--- src/rtl/chop_pkg.sv ---
package chop_pkg;
    typedef enum logic [1:0] {
        BR_OFF  = 2'd0,
        BR_FWD  = 2'd1,
        BR_REV  = 2'd2,
        BR_LOWS = 2'd3
    } bridge_e;

    typedef enum logic [1:0] {
        DM_SLOW  = 2'd0,
        DM_FAST  = 2'd1,
        DM_MIXED = 2'd2,
        DM_AUTO  = 2'd3
    } decay_e;

    typedef struct packed {
        bridge_e phase;
        logic    sampled;
    } ctl_s;
endpackage

--- src/rtl/chop_mode_sel.sv ---
module chop_mode_sel
    import chop_pkg::*;
(
    input  logic [1:0] mode_sel,
    input  logic       indexer_en,
    input  logic       target_rising,
    output decay_e     eff_mode
);
    always_comb begin
        case (mode_sel)
            2'd0:    eff_mode = DM_SLOW;
            2'd1:    eff_mode = DM_FAST;
            2'd2:    eff_mode = (indexer_en && !target_rising) ? DM_MIXED : DM_SLOW;
            default: eff_mode = indexer_en ? DM_AUTO : DM_SLOW;
        endcase
    end
endmodule

--- src/rtl/chop_timer.sv ---
module chop_timer #(
    parameter int W = 8
) (
    input  logic         clk,
    input  logic         rst,
    input  logic         load,
    input  logic [W-1:0] load_val,
    output logic         expired
);
    logic [W-1:0] cnt_d, cnt_q;

    always_comb begin
        cnt_d = cnt_q;
        if (load)
            cnt_d = load_val;
        else if (cnt_q != '0)
            cnt_d = cnt_q - 1'b1;
    end

    always_ff @(posedge clk) begin
        if (rst) cnt_q <= '0;
        else     cnt_q <= cnt_d;
    end

    assign expired = (cnt_q == '0);
endmodule

--- src/rtl/chop_decay_ctrl.sv ---
module chop_decay_ctrl
    import chop_pkg::*;
#(
    parameter int BLANK_W = 8,
    parameter int TIME_W  = 12
) (
    input  logic               clk,
    input  logic               rst,
    input  logic [1:0]         mode_sel,
    input  logic               indexer_en,
    input  logic [BLANK_W-1:0] blank_ticks,
    input  logic [TIME_W-1:0]  off_ticks,
    input  logic [TIME_W-1:0]  fast_ticks,
    input  logic               over_trip,
    input  logic               near_zero,
    input  logic               target_rising,
    input  logic               trip_change,
    input  logic               trip_up,
    output logic [1:0]         bridge_cmd
);
    ctl_s   ctl_d, ctl_q;
    decay_e eff_mode;
    logic   blank_exp, off_exp, fast_exp;
    logic   enter_d, ld_off_d, ld_blank_d, ld_fast_d;

    chop_mode_sel u_mode (
        .mode_sel      (mode_sel),
        .indexer_en    (indexer_en),
        .target_rising (target_rising),
        .eff_mode      (eff_mode)
    );

    chop_timer #(.W(BLANK_W)) u_blank (
        .clk (clk), .rst (rst), .load (ld_blank_d),
        .load_val (blank_ticks), .expired (blank_exp)
    );

    chop_timer #(.W(TIME_W)) u_off (
        .clk (clk), .rst (rst), .load (ld_off_d),
        .load_val (off_ticks), .expired (off_exp)
    );

    chop_timer #(.W(TIME_W)) u_fast (
        .clk (clk), .rst (rst), .load (ld_fast_d),
        .load_val (fast_ticks), .expired (fast_exp)
    );

    always_comb begin
        ctl_d    = ctl_q;
        enter_d  = 1'b0;
        ld_off_d = 1'b0;
        if (trip_change) begin
            enter_d = 1'b1;
            if (trip_up) begin
                ctl_d.phase = BR_FWD;
            end else begin
                ctl_d.phase = BR_REV;
                ld_off_d    = 1'b1;
            end
        end else begin
            case (ctl_q.phase)
                BR_OFF: begin
                    if (off_exp) ctl_d.phase = BR_FWD;
                end
                BR_FWD: begin
                    if (blank_exp) begin
                        ctl_d.sampled = 1'b1;
                        if (over_trip) begin
                            ld_off_d = 1'b1;
                            case (eff_mode)
                                DM_SLOW:  ctl_d.phase = BR_LOWS;
                                DM_FAST:  ctl_d.phase = BR_REV;
                                DM_MIXED: ctl_d.phase = BR_REV;
                                DM_AUTO:  ctl_d.phase = ctl_q.sampled ? BR_LOWS : BR_REV;
                            endcase
                        end
                    end
                end
                BR_REV: begin
                    if (blank_exp && near_zero)
                        ctl_d.phase = BR_OFF;
                    else if (off_exp)
                        ctl_d.phase = BR_FWD;
                    else if (eff_mode == DM_MIXED && fast_exp)
                        ctl_d.phase = BR_LOWS;
                    else if (eff_mode == DM_AUTO && blank_exp && !over_trip)
                        ctl_d.phase = BR_LOWS;
                end
                BR_LOWS: begin
                    if (off_exp) ctl_d.phase = BR_FWD;
                end
            endcase
        end
        if (ctl_d.phase != ctl_q.phase) enter_d = 1'b1;
        if (enter_d && ctl_d.phase == BR_FWD) ctl_d.sampled = 1'b0;
        ld_blank_d = enter_d && (ctl_d.phase == BR_FWD || ctl_d.phase == BR_REV);
        ld_fast_d  = enter_d && (ctl_d.phase == BR_REV);
    end

    always_ff @(posedge clk) begin
        if (rst) ctl_q <= '{phase: BR_OFF, sampled: 1'b0};
        else     ctl_q <= ctl_d;
    end

    assign bridge_cmd = ctl_q.phase;
endmodule

--- config.mk ---
export PLATFORM = sky130hd
export DESIGN_NAME = chop_decay_ctrl
export DESIGN_NICKNAME = d
export VERILOG_FILES = /design/src/rtl/chop_pkg.sv /design/src/rtl/chop_mode_sel.sv /design/src/rtl/chop_timer.sv /design/src/rtl/chop_decay_ctrl.sv
export SDC_FILE = /design/constraint.sdc
export NUM_CORES = 1
export LEC_CHECK = 0
export ABC_AREA = 1
export CAP_MARGIN = 10
export CORE_ASPECT_RATIO = 0.9
export CORE_MARGIN = 3
export CORE_UTILIZATION = 56
export DETAILED_ROUTE_END_ITERATION = 16
export HOLD_SLACK_MARGIN = 0.02
export PLACE_DENSITY = 0.94
export RECOVER_POWER = 25
export SYNTH_ARGS = -nofsm -noshare
export SYNTH_HDL_FRONTEND = slang
export SYNTH_SLANG_ARGS = --single-unit
--- constraint.sdc ---
create_clock -name clk -period 3.7 [get_ports clk]
set_input_delay 0.37 -clock clk [delete_from_list [all_inputs] [get_ports clk]]
set_output_delay 0.37 -clock clk [all_outputs]
set_load 0.005 [all_outputs]
; ---- Word level (Yosys, flattened, before mapping)
; Index checks and enable logic that the tools add are counted.
[totals]
register_bits = 35
in_bits = 42
[classes]
add_sub_neg = 3
n_eq_ne = 11
n_mux = 28
bitwise_logic = 1
reduce_logical = 27
[op_table]
columns = operator, n
row1 = $mux W12, 4
row2 = $logic_not A12 Y1, 2
row3 = $reduce_bool A12 Y1, 2
row4 = $sub A12 B1 Y12 const B, 2
row5 = $mux W2, 10
row6 = $pmux W2 S3, 3
row7 = $mux W8, 2
row8 = $eq A2 B2 Y1 const B, 6
row9 = $eq A2 B1 Y1 const B, 4
row10 = $logic_and A1 B1 Y1, 8
row11 = $logic_not A8 Y1, 1
row12 = $mux W1, 8
row13 = $reduce_bool A8 Y1, 1
row14 = $sub A8 B1 Y8 const B, 1
row15 = $logic_not A2 Y1, 3
row16 = $reduce_bool A2 Y1, 3
row17 = $reduce_or A2 Y1, 3
row18 = $mux W3, 1
row19 = $reduce_and A3 Y1, 1
row20 = $logic_not A1 Y1, 2
row21 = $ne A2 B2 Y1, 1
row22 = $logic_or A1 B1 Y1, 1
row23 = $not A1 Y1, 1

; ---- Logic depth before layout (Yosys ltp)
[depth]
depth_word = 17
mapped_depth = 20

; ---- Cells and area by module
; Synthesis repeated with hierarchy kept, for this count alone.
[unflattened]
hier_cells = 430
hier_area_um2 = 2655.0
[modules_own_cells]
columns = mod, instances, cells_per_inst, area_per_inst_um2, seq_area_each_um2
row1 = chop_timer at u_fast ..., 2, 140, 859.6, 240.2
row2 = chop_timer at u_blank, 1, 70, 473.0, 160.2
row3 = chop_decay_ctrl, 1, 75, 437.9, 60.1
row4 = chop_mode_sel, 1, 5, 25.0, 0.0

; ---- Worst setup path after synthesis
; Ideal clock, no wire load.
[synth_path]
path_kind = input to register
from = in mode_sel[0]
to = reg u_blank.cnt_q[0]
setup_ns = 0.117
arrival_ns = 2.118
required_time_ns = 3.583
setup_slack_ns = 1.465
cell_stages = 17
n_path_buf = 1
path_cell_list = inv_1 -> a21oi_1 -> inv_1 -> ha_1 -> a21boi_0 -> nand3_1 -> nand3_1 -> nand3_1 -> nand2_1 -> nand2_2 -> inv_1 -> ha_1 -> inv_1 -> nand2_2 -> buf_6 -> o21ai_0 -> nor2_1
[synth_lines]
columns = element, line
row1 = from (decl), chop_decay_ctrl.sv:9  ; input logic [1:0] mode_sel,
row2 = to (signal assigned), chop_timer.sv:22  ; else cnt_q <= cnt_d;
row3 = to (decl), chop_timer.sv:10  ; logic [W-1:0] cnt_d, cnt_q;

==> results by group <==
Run status
  – Status: finished, final reports clean

Layout
  – Final #Nets: ~450
  – Share of cells above drive strength 1: 0.0557
  – Area of the multi-input gates: between 0.001 and 0.0015 mm^2
  – N_diodes: 0
  – Synth-to-layout area growth: 22.0%
  – Commonest non-fill, non-tap cell in the layout: nand2_1
  – Fill cell count: roughly 300
  – Commonest cells after routing, fill and taps aside: 80 x nand2_1, 49 x nor2_1, 42 x inv_1, 40 x clkdlybuf4s50_1, 35 x dfxtp_1
  – Non-Filler Instances: between 400 and 500
  – Register Area: between 700 and 800 um^2

GRT
  – Number of global-route vias before repair: about 2000
  – Overall routing resource usage: 0.220
  – Antenna violations before repair: 0
  – Largest net degree at the start of global routing: 29
  – Total gr overflow: 0
  – First-pass GRT wire length: around 8500 um

Yosys
  – Post-synth ARST share: 0
  – Distinct cells, synth: 34
  – Average size of a mapped cell: between 6 and 7 um^2
  – Syn Inst Count: ~350
  – Main synth FF type: dfxtp_1
  – Register area share after synthesis: 0.302
  – Area of the mapped netlist: 0.00232 mm^2
  – EDFF count, synth: 0
  – Synth warn: 0
  – Flops & latches, synth: 35
  – Synth Net Count: 405

Clock network
  – Clk root buf: clkbuf_8
  – CTS Hold Buffers Added: 0
  – Clock Sinks: 35
  – H-tree levels: 2
  – Resize count post-CTS: 0
  – Skew-Pair Late Insertion Delay: ~300 ps
  – Clk pin slew, worst setup/hold paths: 70 ps
  – Clock buffer count from CTS: 5
  – CTS tree: built
  – Max clock buf depth: 2
  – Setup bufs post-CTS: 0

Power
  – Clk pwr share: 0.152
  – Max rail drop VDD: 0.239 mV
  – Logic gate share of total power: 0.519
  – Pwr dens: 637 mW/mm^2
  – Static Leak: approximately 0.0013 uW
  – Reg power frac: 0.329
  – Design Power: about 1800 uW
  – Switch share: 0.430
  – Net Switching: around 770 uW
  – P_int: ~1000 uW

Worst hold path
  – Min-Delay Path Class: flip-flop to flip-flop

Setup path
  – Crit Path Class: primary input to flip-flop
  – Max FO, Critical Path: 11
  – Data arrival, critical path: between 3000 and 4000 ps
  – Critical Path End Type: flip-flop
  – Startpoint types: primary input
  – R2R setup slack: around 900 ps
  – Data required, critical path: 3930 ps

Floorplanning
  – # rows: 21
  – Die W: around 74 um
  – Die Span Y: between 60 and 70 um
  – Die area: a little under 0.005 mm^2
  – Initial Utilization: 0.604
  – Ports: 44
  – Core region area: ~0.0038 mm^2

STA
  – Rel. slew slack: 0.561
  – Period minus WS final: between 2000 and 3000 ps
  – Worst Skew: just under 10 ps
  – Hold Slack: around 500 ps
  – Crit share post-route: 0.766
  – Endpoints failing setup: 0
  – Final hold vios: 0
  – Setup TNS: 0 ps
  – Slew @ Worst Pin: 657 ps
  – Fmax: 353 MHz
  – Pins over their slew limit: 0
  – Unrepaired setup endpoints after global routing: false

Placed design
  – Final GP Congestion: slightly above 0.9
  – PortBufs: 43
  – DP Cell Count: between 400 and 500
  – HPWL Detailed: between 3000 and 4000 um

Drt
  – WL/cell: around 12 um
  – Detailed Route WL: around 5000 um
  – DRT Pass-1 Iters: 4
  – Via-per-instance ratio: 5.20
  – Post-route DRC: 0
  – Via count: 2293
  – First DRT Iteration DRCs: around 150
  – Post-route ant nets: 0

Job
  – MaxCap Viol Count: 0
## path summary, 6_finish.rpt
path | from | endpoint | cells after the start
setup / recovery | mode_sel[1] | u_blank.cnt_q[3] | 17
hold / removal | u_fast.cnt_q[1] | u_fast.cnt_q[1] | 2
setup reg to reg | u_blank.cnt_q[0] | u_blank.cnt_q[3] | 19
hold reg to reg | u_fast.cnt_q[1] | u_fast.cnt_q[1] | 2
## layer usage
layer | up-vias | track usage | routed length (um)
li1 | 1208 | - | -
met1 | 1012 | 0.258 | 2290
met2 | 66 | 0.373 | 2470
met3 | 7 | 0.0603 | 286
met4 | 0 | 0.0905 | 87
met5 | - | 0 | 0
## power groups by stage
stage	Combinational, uW	Clock, uW	Sequential (uW)
global route	1060	298	606
global placement	898	0	594
finish	934	274	592
detailed placement	929	0	595
CTS	935	281	590
floorplan	779	0	575
## state kept, by name (all words and copies together), names as in the netlist
signal,cells
bridge_cmd,2
ctl_q,1
u_blank.cnt_q,8
u_fast.cnt_q,12
u_off.cnt_q,12
## cells in the mapped netlist, drive strengths merged (3+ instances only)
cell	instances	share of area
xnor2	8	0.030
o21ai	14	0.030
a21oi	28	0.060
xor2	13	0.049
nand2	83	0.14
nand3	34	0.081
nor3	7	0.017
ha	11	0.059
nand4	3	0.0081
buf	7	0.025
nor2	52	0.089
inv	44	0.071
dfxtp	35	0.30
## metrics by stage
stage          utilization  cell area [um^2]  setup slack (ps)
6_report             0.737              2830               867
5_1_grt              0.737              2830               501
3_3_place_gp         0.717              2750               812
2_1_floorplan            -              2320              1470
3_5_place_dp         0.717              2750               669
4_1_cts              0.738              2830               972
## critical path, stage by stage
cell and delay (ps):
dlygate4sd3_1 570, a21oi_1 210, inv_1 60, ha_1 290, a21boi_0 150, nand3_1 90
nand3_1 120, nand3_1 80, nand2_1 70, nand2_1 100, inv_1 90, ha_1 230
inv_1 80, nand2_2 140, inv_1 190, nand2_1 80, a21oi_1 140
## layout make-up
cell class,count,share of cell area
multi-input cells,264,0.489
repair buffers,44,0.155
well taps,46,0.0204
clock buffers,5,0.0243
inverters,44,0.0584
flip-flops and latches,35,0.248
clock inverters,3,0.00531
## logic make-up after synthesis
family,count (synthesis),share of synthesized area
flops,35,0.302
simple gates,184,0.349
compound gates,48,0.111
fa+ha+maj,11,0.0594
buf+inv,53,0.0993
xor+xnor,21,0.0793
(Power assumes the default switching activity.)
